$ cat config.mk
export PLATFORM = sky130hd
export DESIGN_NAME = stn_panel_ctrl
export DESIGN_NICKNAME = d
export VERILOG_FILES = /design/src/rtl/stn_pkg.sv /design/src/rtl/stn_row_timer.sv /design/src/rtl/stn_dot_packer.sv /design/src/rtl/stn_panel_ctrl.sv
export SDC_FILE = /design/constraint.sdc
export NUM_CORES = 1
export LEC_CHECK = 0
export BUFFER_PORTS_ARGS = -buffer_cell sky130_fd_sc_hd__buf_4
export CORE_AREA = 2 2 109 111
export CTS_CLUSTER_DIAMETER = 80
export DETAILED_ROUTE_END_ITERATION = 16
export DIE_AREA = 0 0 111 113
export GPL_ROUTABILITY_DRIVEN = 0
export SLEW_MARGIN = 20
export SYNTH_ARGS = -nofsm -noshare
export SYNTH_HDL_FRONTEND = slang
export SYNTH_HIERARCHICAL = 1
export SYNTH_SLANG_ARGS = --single-unit
$ cat constraint.sdc
create_clock -name clk -period 4.5 [get_ports clk]
set_input_delay 0.225 -clock clk [delete_from_list [all_inputs] [get_ports clk]]
set_output_delay 0.225 -clock clk [all_outputs]
set_load 0.1 [all_outputs]
$ cat src/rtl/stn_pkg.sv
package stn_pkg;
    typedef enum logic [0:0] {
        ST_FILL = 1'b0,
        ST_HOLD = 1'b1
    } fill_state_t;
endpackage

$ cat src/rtl/stn_row_timer.sv
module stn_row_timer #(
    parameter int ROW_W = 9,
    parameter int PER_W = 12
) (
    input  logic             clk,
    input  logic             rst_n,
    input  logic [ROW_W-1:0] cfg_rows,
    input  logic [PER_W-1:0] cfg_period,
    output logic             row_end,
    output logic             row_load,
    output logic             frame_start,
    output logic             parity
);
    logic [PER_W-1:0] tick;
    logic [ROW_W-1:0] row_idx;
    logic             last_row;

    assign row_end  = (tick == cfg_period - PER_W'(1));
    assign last_row = (row_idx == cfg_rows - ROW_W'(1));

    always_ff @(posedge clk) begin
        if (!rst_n) begin
            tick        <= '0;
            row_idx     <= '0;
            row_load    <= 1'b0;
            frame_start <= 1'b0;
            parity      <= 1'b0;
        end else begin
            row_load    <= row_end;
            frame_start <= row_end && last_row;
            if (row_end) begin
                tick    <= '0;
                row_idx <= last_row ? '0 : row_idx + ROW_W'(1);
                if (last_row)
                    parity <= ~parity;
            end else begin
                tick <= tick + PER_W'(1);
            end
        end
    end
endmodule

$ cat src/rtl/stn_dot_packer.sv
module stn_dot_packer (
    input  logic       clk,
    input  logic       rst_n,
    input  logic       clear,
    input  logic       take,
    input  logic [1:0] level,
    input  logic       parity,
    output logic       grp_full,
    output logic       grp_valid,
    output logic [3:0] grp_data
);
    logic [1:0] slot;
    logic [2:0] held;
    logic       dot_on;

    always_comb begin
        unique case (level)
            2'd0:    dot_on = 1'b0;
            2'd1:    dot_on = parity;
            default: dot_on = 1'b1;
        endcase
    end

    assign grp_full = take && (slot == 2'd3);

    always_ff @(posedge clk) begin
        if (!rst_n) begin
            slot      <= '0;
            held      <= '0;
            grp_valid <= 1'b0;
            grp_data  <= '0;
        end else begin
            grp_valid <= grp_full && !clear;
            if (grp_full && !clear)
                grp_data <= {held, dot_on};
            if (clear) begin
                slot <= '0;
                held <= '0;
            end else if (take) begin
                held <= {held[1:0], dot_on};
                slot <= slot + 2'd1;
            end
        end
    end
endmodule

$ cat src/rtl/stn_panel_ctrl.sv
module stn_panel_ctrl
    import stn_pkg::*;
#(
    parameter int COL_W = 10,
    parameter int ROW_W = 9,
    parameter int PER_W = 12
) (
    input  logic             clk,
    input  logic             rst_n,
    input  logic             cfg_color,
    input  logic [COL_W-1:0] cfg_cols,
    input  logic [ROW_W-1:0] cfg_rows,
    input  logic [PER_W-1:0] cfg_row_period,
    input  logic             pix_valid,
    input  logic [1:0]       pix_level,
    output logic             pix_ready,
    output logic             dot_latch,
    output logic [3:0]       dot_data,
    output logic             row_load,
    output logic             frame_start,
    output logic             frame_parity,
    output logic             underrun
);
    localparam int DOT_W = COL_W + 2;

    fill_state_t      state, nxt;
    logic             row_end;
    logic             take;
    logic             grp_full;
    logic             row_done;
    logic [DOT_W-1:0] dots_per_row;
    logic [DOT_W-1:0] groups_per_row;
    logic [DOT_W-1:0] grp_cnt;

    stn_row_timer #(.ROW_W(ROW_W), .PER_W(PER_W)) u_timer (
        .clk         (clk),
        .rst_n       (rst_n),
        .cfg_rows    (cfg_rows),
        .cfg_period  (cfg_row_period),
        .row_end     (row_end),
        .row_load    (row_load),
        .frame_start (frame_start),
        .parity      (frame_parity)
    );

    stn_dot_packer u_pack (
        .clk       (clk),
        .rst_n     (rst_n),
        .clear     (row_end),
        .take      (take),
        .level     (pix_level),
        .parity    (frame_parity),
        .grp_full  (grp_full),
        .grp_valid (dot_latch),
        .grp_data  (dot_data)
    );

    assign dots_per_row   = cfg_color ? DOT_W'(cfg_cols) * DOT_W'(3) : DOT_W'(cfg_cols);
    assign groups_per_row = dots_per_row >> 2;
    assign pix_ready      = (state == ST_FILL) && !row_end;
    assign take           = pix_valid && pix_ready;
    assign row_done       = grp_full && (grp_cnt == groups_per_row - DOT_W'(1));

    always_comb begin
        nxt = state;
        unique case (state)
            ST_FILL: begin
                if (row_end)       nxt = ST_FILL;
                else if (row_done) nxt = ST_HOLD;
            end
            ST_HOLD: begin
                if (row_end)       nxt = ST_FILL;
            end
            default:               nxt = ST_FILL;
        endcase
    end

    always_ff @(posedge clk) begin
        if (!rst_n) state <= ST_FILL;
        else        state <= nxt;
    end

    always_ff @(posedge clk) begin
        if (!rst_n) begin
            grp_cnt  <= '0;
            underrun <= 1'b0;
        end else if (row_end) begin
            grp_cnt <= '0;
            if (state == ST_FILL)
                underrun <= 1'b1;
        end else if (grp_full) begin
            grp_cnt <= grp_cnt + DOT_W'(1);
        end
    end
endmodule

* Word level (Yosys, flattened, before mapping) *
Index checks and enable logic that the tools add are counted.

cells by class
  add/sub/neg operators = 7
  $mul = 1
  muxes and demuxes = 7
  equal/unequal tests = 5
  bitwise operators = 3
  reductions and logical operators = 11

operators with widths
  cell                   count
  $add 12x1->12 const B  2
  $eq 12x12->1           2
  $mul 10x2->12 const B  1
  $mux 12                1
  $sub 12x1->12 const B  1
  $sub 10x1->11 const B  1
  $add 9x1->9 const B    1
  $eq 9x9->1             1
  $mux 9                 1
  $sub 9x1->9 const B    1
  $logic_and 1x1->1      6
  $pmux 1 s2             2
  $reduce_and 2->1       2
  $mux 1                 3
  $not 1->1              3
  $add 2x1->2 const B    1
  $eq 2x1->1 const B     1
  $eq 2x2->1 const B     1
  $logic_not 2->1        1
  $reduce_or 2->1        1
  $logic_not 1->1        1

storage, ports and cells
  register bits = 48
  input bits = 37
  output and inout bits = 10

* Logic depth before layout (Yosys ltp) *
Gate-level depths: netlist of run 1.

  word-level depth = 10
  mapped depth = 22
  mapped depth without buffers = 18

* By module *
The synthesis of run 1 kept the hierarchy.

modules (own cells, without submodules)
  module          instances  cells an instance  seq. area each (µm²)  area each (µm²)
  stn_row_timer   1          221                480.5                 1,916.8
  stn_panel_ctrl  1          188                280.3                 1,581.5
  stn_dot_packer  1          40                 200.2                 420.4

* Least setup slack after synthesis of run 1 *
Ideal clock, no wire load.

  path type = input port to flip-flop
  from = input cfg_row_period[0]
  to = register grp_cnt[10]
  data arrival time = 4.828 ns
  slack = -0.456 ns
  setup time = 0.128 ns
  cell stages on the path = 22
  path through = inv_1 ha_1 nor3b_2 nand2_1 and3_1 o31ai_1 and3_1 buf_2 nor2_1 buf_2 nor2_1 and2_1 buf_6 nand2_4 inv_1 buf_4 and3_1 and3_1 and3_1 nand4_1 xor2_1 nor2_1

on the way
  word-level cells in the longest chain between the ends = 6
  elaborated cells between the ends (all ways) = 7
  classes of those cells = 1 x add/sub; 1 x eq/ne; 5 x reduce/logical

ends and longest elaborated chain
  element               line                  RTL
  from (decl)           stn_panel_ctrl.sv:13  input logic [PER_W-1:0] cfg_row_period,
  $sub 12x1->12         stn_row_timer.sv:18   assign row_end = (tick == cfg_period - PER_W'(1));
  $eq 12x12->1          stn_row_timer.sv:18
  via row_end           stn_panel_ctrl.sv:27  logic row_end;
  $logic_not 1->1       stn_panel_ctrl.sv:60  assign pix_ready = (state == ST_FILL) && !row_end;
  $logic_and 1x1->1     stn_panel_ctrl.sv:60
  via pix_ready         stn_panel_ctrl.sv:16  output logic pix_ready,
  $logic_and 1x1->1     stn_panel_ctrl.sv:61  assign take = pix_valid && pix_ready;
  via take              stn_panel_ctrl.sv:28  logic take;
  $logic_and 1x1->1     stn_dot_packer.sv:24  assign grp_full = take && (slot == 2'd3);
  via grp_full          stn_panel_ctrl.sv:29  logic grp_full;
  to (signal assigned)  stn_panel_ctrl.sv:92  grp_cnt <= grp_cnt + DOT_W'(1);
  to (decl)             stn_panel_ctrl.sv:33  logic [DOT_W-1:0] grp_cnt;

The timed path passes the listed nets, and every way through them passes these cells.
A chain may end at the register's enable or synchronous reset.

* Final worst setup path of run 1 *
  from = input cfg_row_period[0]
  to = register grp_cnt[10]

on the way
  word-level cells in the longest chain between the ends = 6
  elaborated cells between the ends (all ways) = 7
  classes of those cells = 1 x add/sub; 1 x eq/ne; 5 x reduce/logical

ends and longest elaborated chain
  element            line
  $sub 12x1->12      stn_row_timer.sv:18
  $eq 12x12->1       stn_row_timer.sv:18
  via row_end        stn_panel_ctrl.sv:27
  $logic_not 1->1    stn_panel_ctrl.sv:60
  $logic_and 1x1->1  stn_panel_ctrl.sv:60
  $logic_and 1x1->1  stn_panel_ctrl.sv:61
  via take           stn_panel_ctrl.sv:28
  $logic_and 1x1->1  stn_dot_packer.sv:24
  via grp_full       stn_panel_ctrl.sv:29

The timed path passes the listed nets, and every way through them passes these cells.

==> qor.yml, run 1 <==
outcome: "complete, no violations"
switching_share_pct: 25.16
hold_slack_ps: 273.2
dr_total_vias: 3431
cp-end-kind: "register"
synth.top_cell.area_share_pct: 24.52
yosysSeqAreaShare_pct: 24.52
cts_repair_resize_count: 0
final_nets: 542
cp.arrival_ps: 3920
fin_crit_sh_pct: 83.61
internal-power_mw: 0.8481
pwr-share-comb_pct: 20.3
gr-total-overflow: 0
drt_iter0_drc: 164
area.growth.synth_to_final_pct: 15.96
clock_skew_ps: 5.610
place_area_mm2: 0.004359
slowest_delay_ps: 480
wl_per_cell_um: 13.68
setup_ws_ps: 737.7
sequentialPowerShare_pct: 38.5
cts_hold_buffers: 0
synth.most_common_cell: "dfxtp_1"
post_cts_buffers: 0
syn_inst: 449
drcViolationCount: 0
cts_root_buffer: "clkbuf_16"
cp_max_fo: 8
synth_edf_count: 0
max_slew_margin_pct: 48.80
cp-start-kind: "primary input"
hold_path_class: "in -> reg"
dp_slack_ps: 518.3
final_antenna_net_count: 0
drv_cap: 0
num_antenna_cells: 0
viasPerCell: 5.437
syn_nets: 503
setup_viol: 0
ys_warn_count: 6
grt_pass1_vias: 3216
rows: 39
power_density_mw_per_mm2: 249.4
synth_common_cells: "dfxtp_1, nor2_1, xor2_1"
hold_viol: 0
report.final.slew_viol_count: 0
clockBufferDepth: 2
rsz0062_at_grt: "no"
switchingPower_mw: 0.2852
tightestPinTransition_ps: 767.1
initial_core_util_pct: 34.77
ys.flop_type: "dfxtp_1"
drive_gt1_share_pct: 20.08
worstSetupPathType: "in -> reg"
max_clock_freq_ghz: 0.2658
yosys.area.top_type: "dfxtp_1"
cts_buffers: 5
insertion_delay_ps: 280
drt-total-wl_um: 8632
grt_pass1_wl_um: 14850
synth_area_leaders: "dfxtp_1, xor2_1, xnor2_1"
synth_cell_types: 83
period_needed_ps: 3762
syn-cell-area_mm2: 0.003919
dp.final_hpwl_um: 6518
final_area_mm2: 0.004544
dr.pass1.iters: 4
die_w_um: 111
antenna_found_initial: 0
path_cells: "buf_4 > inv_1 > ha_1 > nor3b_2 > nand2_1 > and3_1 > o31ai_1 > and3_1 > nor2_1 > nor2_2 > and2_1 > nand2_4 > inv_1 > and3_1 > and3_1 > and3_1 > nand4_1 > xor2_1 > nor2_1"
critPathSlowestCell: "nor3b_2"
track_usage_pct: 13.75
async_flop_share_pct: 0
cts_tree: "yes"
die_height_um: 113
peakVddDrop_mv: 0.1511
path_clk_slew_ps: 60
ioPinCount: 47
p_leak_nw: 1.745
io_buffers: 46
finalSetupTns_ps: 0
path_common_cell: "and3_1"
cp_data_required_time_ps: 4650
dieArea_mm2: 0.01254
grt_max_degree: 25
syn_area_per_cell_um2: 8.728
core_area_mm2: 0.01127
htree_levels: 2
synth-seq-cells: 48
reg2reg_setup_slack_ps: 1200
cts.sinks: 48
p_clk_share_pct: 41.1
==> logic make-up (layout without fill, tap and decap cells) <==
kind of cell             after synthesis  after routing  synth area share, %
AO/OA/AOI/OAI                         93             93                19.76
XOR/XNOR                              57             57                12.93
adder cells (fa/ha/maj)               17             17                5.619
buffers and inverters                 31             70                4.119
flip-flops                            48             48                24.52
multiplexers                           6              6                1.533
AND/OR/NAND/NOR                      197            197                31.51
==> power by group through the flow <==
stage          sequential, mW  clock [mW]  combinational (mW)
2_1_floorplan           0.446           0               0.164
6_report                0.437       0.466               0.231
5_1_grt                 0.437       0.497               0.255
4_1_cts                 0.436       0.478               0.231
3_3_place_gp            0.446           0               0.225
3_5_place_dp            0.446           0               0.230
==> state kept, by name (all words and copies together) (netlist names) <==
signal	cells
u_timer/tick	12
u_pack/grp_valid	1
u_timer/frame_start	1
u_pack/slot	2
u_timer/row_idx	9
grp_cnt	12
u_pack/grp_data	4
u_pack/held	3
u_timer/row_load	1
u_timer/parity	1
underrun	1
state	1
==> routing by layer <==
metal  GRT usage [%]  vias to the layer above  wire length (µm)
li1                -                     1744                 -
met1           18.77                     1630              4290
met2           22.94                       53              3979
met3           2.785                        4               324
met4           2.333                        0                38
met5               0                        -                 0
==> final timing paths <==
path,startpoint,end,depth (start not counted)
setup / recovery,cfg_row_period[0],grp_cnt[10],19
hold / removal,rst_n,underrun,2
setup reg to reg,u_timer/tick[4],grp_cnt[10],16
hold reg to reg,u_pack/held[2],u_pack/grp_data[3],2
==> worst max-delay path: cells and delay by family <==
kind | cells | cell delay [ps]
AO/OA/AOI/OAI | 1 | 220
adder cells (fa/ha/maj) | 1 | 240
AND/OR/NAND/NOR | 13 | 2660
buffers and inverters | 3 | 420
XOR/XNOR | 1 | 160
==> stage by stage <==
stage	total power, mW	instances	utilization (%)
6_report	1.133	631	40.32
4_1_cts	1.145	631	40.32
2_1_floorplan	0.6103	449	-
5_1_grt	1.189	631	40.32
3_3_place_gp	0.6712	624	38.67
3_5_place_dp	0.6757	624	38.67
==> final cells by class <==
class,instances,area (µm²)
Fill cell,1125,6728
Multi-Input combinational cell,370,2799
Sequential cell,48,960.9
Timing Repair Buffer,49,367.9
Tap cell,143,178.9
Clock buffer,5,125.1
Clock inverter,2,60.06
Inverter,14,52.55
==> placed cells by master, fill, tap and decap left out, types with 4 or more instances in the layout <==
| master | instances |
|---|---|
| dfxtp_1 | 48 |
| o31ai_1 | 11 |
| xor2_1 | 29 |
| or3_1 | 4 |
| mux2i_1 | 6 |
| nor3_1 | 18 |
| inv_1 | 13 |
| clkbuf_16 | 5 |
| and2_1 | 5 |
| ha_1 | 16 |
| or4b_1 | 10 |
| o21ai_0 | 12 |
| nor3b_1 | 4 |
| xnor2_1 | 27 |
| and3_1 | 16 |
| nand4_1 | 12 |
| nand2_1 | 24 |
| nand3_1 | 17 |
| nand2b_1 | 7 |
| a21oi_1 | 22 |
| buf_4 | 49 |
| and2b_2 | 4 |
| nor2_1 | 35 |
| nor4_1 | 5 |
Power figures use the tool's default switching activity.
==> inputs of run 2 (changes only) <==
--- a/config.mk
+++ b/config.mk
@@ -5,11 +5,12 @@
 export SDC_FILE = /design/constraint.sdc
 export NUM_CORES = 1
 export LEC_CHECK = 0
+export ABC_AREA = 1
 export BUFFER_PORTS_ARGS = -buffer_cell sky130_fd_sc_hd__buf_4
-export CORE_AREA = 2 2 109 111
+export CORE_AREA = 2 2 115 117
 export CTS_CLUSTER_DIAMETER = 80
 export DETAILED_ROUTE_END_ITERATION = 16
-export DIE_AREA = 0 0 111 113
+export DIE_AREA = 0 0 117 119
 export GPL_ROUTABILITY_DRIVEN = 0
 export SLEW_MARGIN = 20
 export SYNTH_ARGS = -nofsm -noshare
==> constraint.sdc (replaced) <==
create_clock -name clk -period 3.5 [get_ports clk]
set_input_delay 0.175 -clock clk [delete_from_list [all_inputs] [get_ports clk]]
set_output_delay 0.175 -clock clk [all_outputs]
set_load 0.1 [all_outputs]
==> qor.yml, run 2 <==
final_antenna_net_count: 0  # unchanged
gr-total-overflow: 0  # unchanged
report.final.slew_viol_count: 0  # unchanged
drt_iter0_drc: 136  # was 164
setup_ws_ps: 650.9  # was 737.7 ps
cp.arrival_ps: 3070  # was 3920 ps
grt_pass1_wl_um: 17460  # was 14850 µm
finalSetupTns_ps: 0  # unchanged
grt_pass1_vias: 3941  # was 3216
cp-end-kind: "register"  # unchanged
drive_gt1_share_pct: 14.18  # was 20.08%
area.growth.synth_to_final_pct: 16.21  # was 15.96%
layout.cells.most_common: "nand2_1"  # was buf_4
synth_common_cells: "nand2_1, inv_1, nor2_1"  # was dfxtp_1, nor2_1, xor2_1
dp.final_hpwl_um: 8150  # was 6518 µm
die_w_um: 117  # was 111 µm
num_antenna_cells: 0  # unchanged
io_buffers: 46  # unchanged
rsz0062_at_grt: "no"  # unchanged
die_height_um: 119  # was 113 µm
drv_cap: 0  # unchanged
synth_area_leaders: "dfxtp_1, nand2_1, inv_1"  # was dfxtp_1, xor2_1, xnor2_1
async_flop_share_pct: 0  # unchanged
top_layer: "met4"  # unchanged
fin_crit_sh_pct: 81.40
utilization_pct: 39.02  # was 40.32%
synth_edf_count: 0  # unchanged
dp_slack_ps: 241.9  # was 518.3 ps
syn_area_per_cell_um2: 5.954  # was 8.728 µm²
crit_start: "cfg_row_period[0]"  # unchanged
hold_viol: 0  # unchanged
cts_root_buffer: "clkbuf_16"  # unchanged
dr.pass1.iters: 4  # unchanged
cts_hold_buffers: 0  # unchanged
synth.top_cell.area_share_pct: 22.23  # was 24.52%
antenna_found_initial: 0  # unchanged
cp.buffers_inverters: 5  # was 3
place_inst: 945  # was 624
htree_levels: 2  # unchanged
yosysSeqAreaShare_pct: 22.23  # was 24.52%
path_clk_slew_ps: 60  # about the same
syn_inst: 726  # was 449
slowest_delay_ps: 270  # was 480 ps
ys_warn_count: 6  # unchanged
clockBufferDepth: 2  # unchanged
final_cell_mix: "nand2_1, inv_1, nor2_1"  # was buf_4, dfxtp_1, nor2_1
synth_cell_types: 40  # was 83
initial_core_util_pct: 33.58  # was 34.77%
ioPinCount: 47  # unchanged
insertion_delay_ps: 290  # was 280 ps
cp-start-kind: "primary input"  # unchanged
largestRegisters: "grp_cnt: 12 flops, u_timer/tick: 12 flops, u_timer/row_idx: 9 flops"  # unchanged
cp_data_required_time_ps: 3720  # was 4650 ps
track_usage_pct: 15.13  # was 13.75%
critPathSlowestCell: "ha_2"  # was nor3b_2
cp_max_fo: 7  # was 8
p_total_mw: 1.423  # was 1.133 mW
max_clock_freq_ghz: 0.3510
yosys.area.top_type: "dfxtp_1"  # unchanged
cts_buffers: 5  # unchanged
period_needed_ps: 2849
wl_per_cell_um: 10.46  # was 13.68 µm
dieArea_mm2: 0.01392  # was 0.01254 mm²
fin_cells: 952  # was 631
peakVddDrop_mv: 0.1900  # was 0.1511 mV
cp_top_family: "simple AND/OR/NAND/NOR gates"  # unchanged
max_slew_margin_pct: 71.48  # was 48.80%
setup_viol: 0  # unchanged
met3_length_um: 251  # was 324 µm
dr_total_vias: 4276  # was 3431
fillers: 1453  # was 1125
drt-total-wl_um: 9957  # was 8632 µm
hold_path_startpoint: "rst_n"  # unchanged
drcViolationCount: 0  # unchanged
viasPerCell: 4.492  # was 5.437
tightestPinTransition_ps: 424.0  # was 767.1 ps
wl_met2_um: 4809  # was 3979 µm
path_common_cell: "nand2_1"  # was and3_1
ys.flop_type: "dfxtp_1"  # unchanged
core_area_mm2: 0.01287  # was 0.01127 mm²
syn_nets: 780  # was 503
cts.sinks: 48  # unchanged
synth.most_common_cell: "nand2_1"  # was dfxtp_1
synth-seq-cells: 48  # unchanged
clock_skew_ps: 6.269  # was 5.610 ps
cts_tree: "yes"  # unchanged
power_density_mw_per_mm2: 283.3  # was 249.4 mW/mm²
p_leak_nw: 2.426  # was 1.745 nW
syn-cell-area_mm2: 0.004323  # was 0.003919 mm²
final_nets: 830  # was 542
hold_path_class: "in -> reg"  # unchanged
outcome: "complete, no violations"  # unchanged
met1_length_um: 4859  # was 4290 µm
rows: 42  # was 39
grt_max_degree: 18  # was 25
r2r-start: "u_timer/tick[6]"  # was u_timer/tick[4]
worstSetupPathType: "in -> reg"  # unchanged
-- run 2: cell types whose count changed in the layout (fill, tap and decap cells not counted), sizes merged, moves of 10 or more --
| cell | previous run | this run |
|---|---|---|
| and3 | 17 | 1 |
| inv | 14 | 108 |
| nand2 | 26 | 246 |
| nand3 | 18 | 83 |
| nor2 | 36 | 101 |
| o31ai | 13 | 0 |
| or4b | 10 | 0 |
| xnor2 | 27 | 11 |
| xor2 | 30 | 16 |
-- run 2: where the power goes --
part	switching, mW	total (mW)	internal (mW)
combinational	0.223	0.356	0.134
sequential	0.00627	0.560	0.554
clock	0.206	0.507	0.300
total	0.435	1.42	0.988
-- run 2: cell type report --
class                      count  area [µm²]  share of cell area (%)
multi-input combinational    564        2915                   58.03
sequential                    48       960.9                   19.13
inverter                     109       414.1                   8.244
timing repair buffer          48       360.3                   7.173
tap                          176       220.2                   4.384
clock buffer                   7       152.6                   3.039
-- run 2: timing repair --
item / in CTS / in global routing
endpoints found under the hold margin: 0 / 0
gates resized for setup: 0 / 2
setup buffers: 0 / 0
endpoints found under the setup margin: 0 / 1
-- run 2: path summary, 6_finish.rpt --
check	slack, ps	depth (start not counted)	end
max reg2reg	680	22	state
max	650	27	state
min reg2reg	470	2	u_pack/slot[1]
min	210	3	u_pack/grp_data[0]
-- run 2: per-layer routing --
layer  GRT usage, %  up-vias
met1          19.97     1858
met3          2.087        2
met2          26.34       36
met5              0        -
li1               -     2380
met4          2.647        0
-- run 2: cells by family after synthesis --
logic type | Yosys count | synth area share, %
AO/OA/AOI/OAI | 45 | 5.557
XOR/XNOR | 28 | 5.991
adder cells (fa/ha/maj) | 17 | 5.094
buffers and inverters | 114 | 10.51
flip-flops | 48 | 22.23
AND/OR/NAND/NOR | 474 | 50.62
-- run 2: metrics by stage --
stage	instance area (µm²)	hold WS (ps)
global placement	4863	456.9
finish	5024	208.4
global route	5024	218.0
floorplan	4323	295.5
detailed placement	4863	460.2
CTS	5016	200.5
-- run 2: worst register-to-register path: stages, from the launching register on --
cell and delay, ps:
dfxtp_1 370, xor2_1 310, xor2_1 220, nor2_1 60
nand2_1 50, nor2_1 40, nand3_1 80, inv_1 100
nor3b_2 200, nand2_1 90, inv_1 110, inv_1 120
a21oi_1 140, o211ai_1 100, a21oi_1 120, nand2_1 60
nor2_1 80, nand2_1 60, nor2_1 80, nand2_1 60
nor2_1 90, nand3_1 110, a21oi_2 120
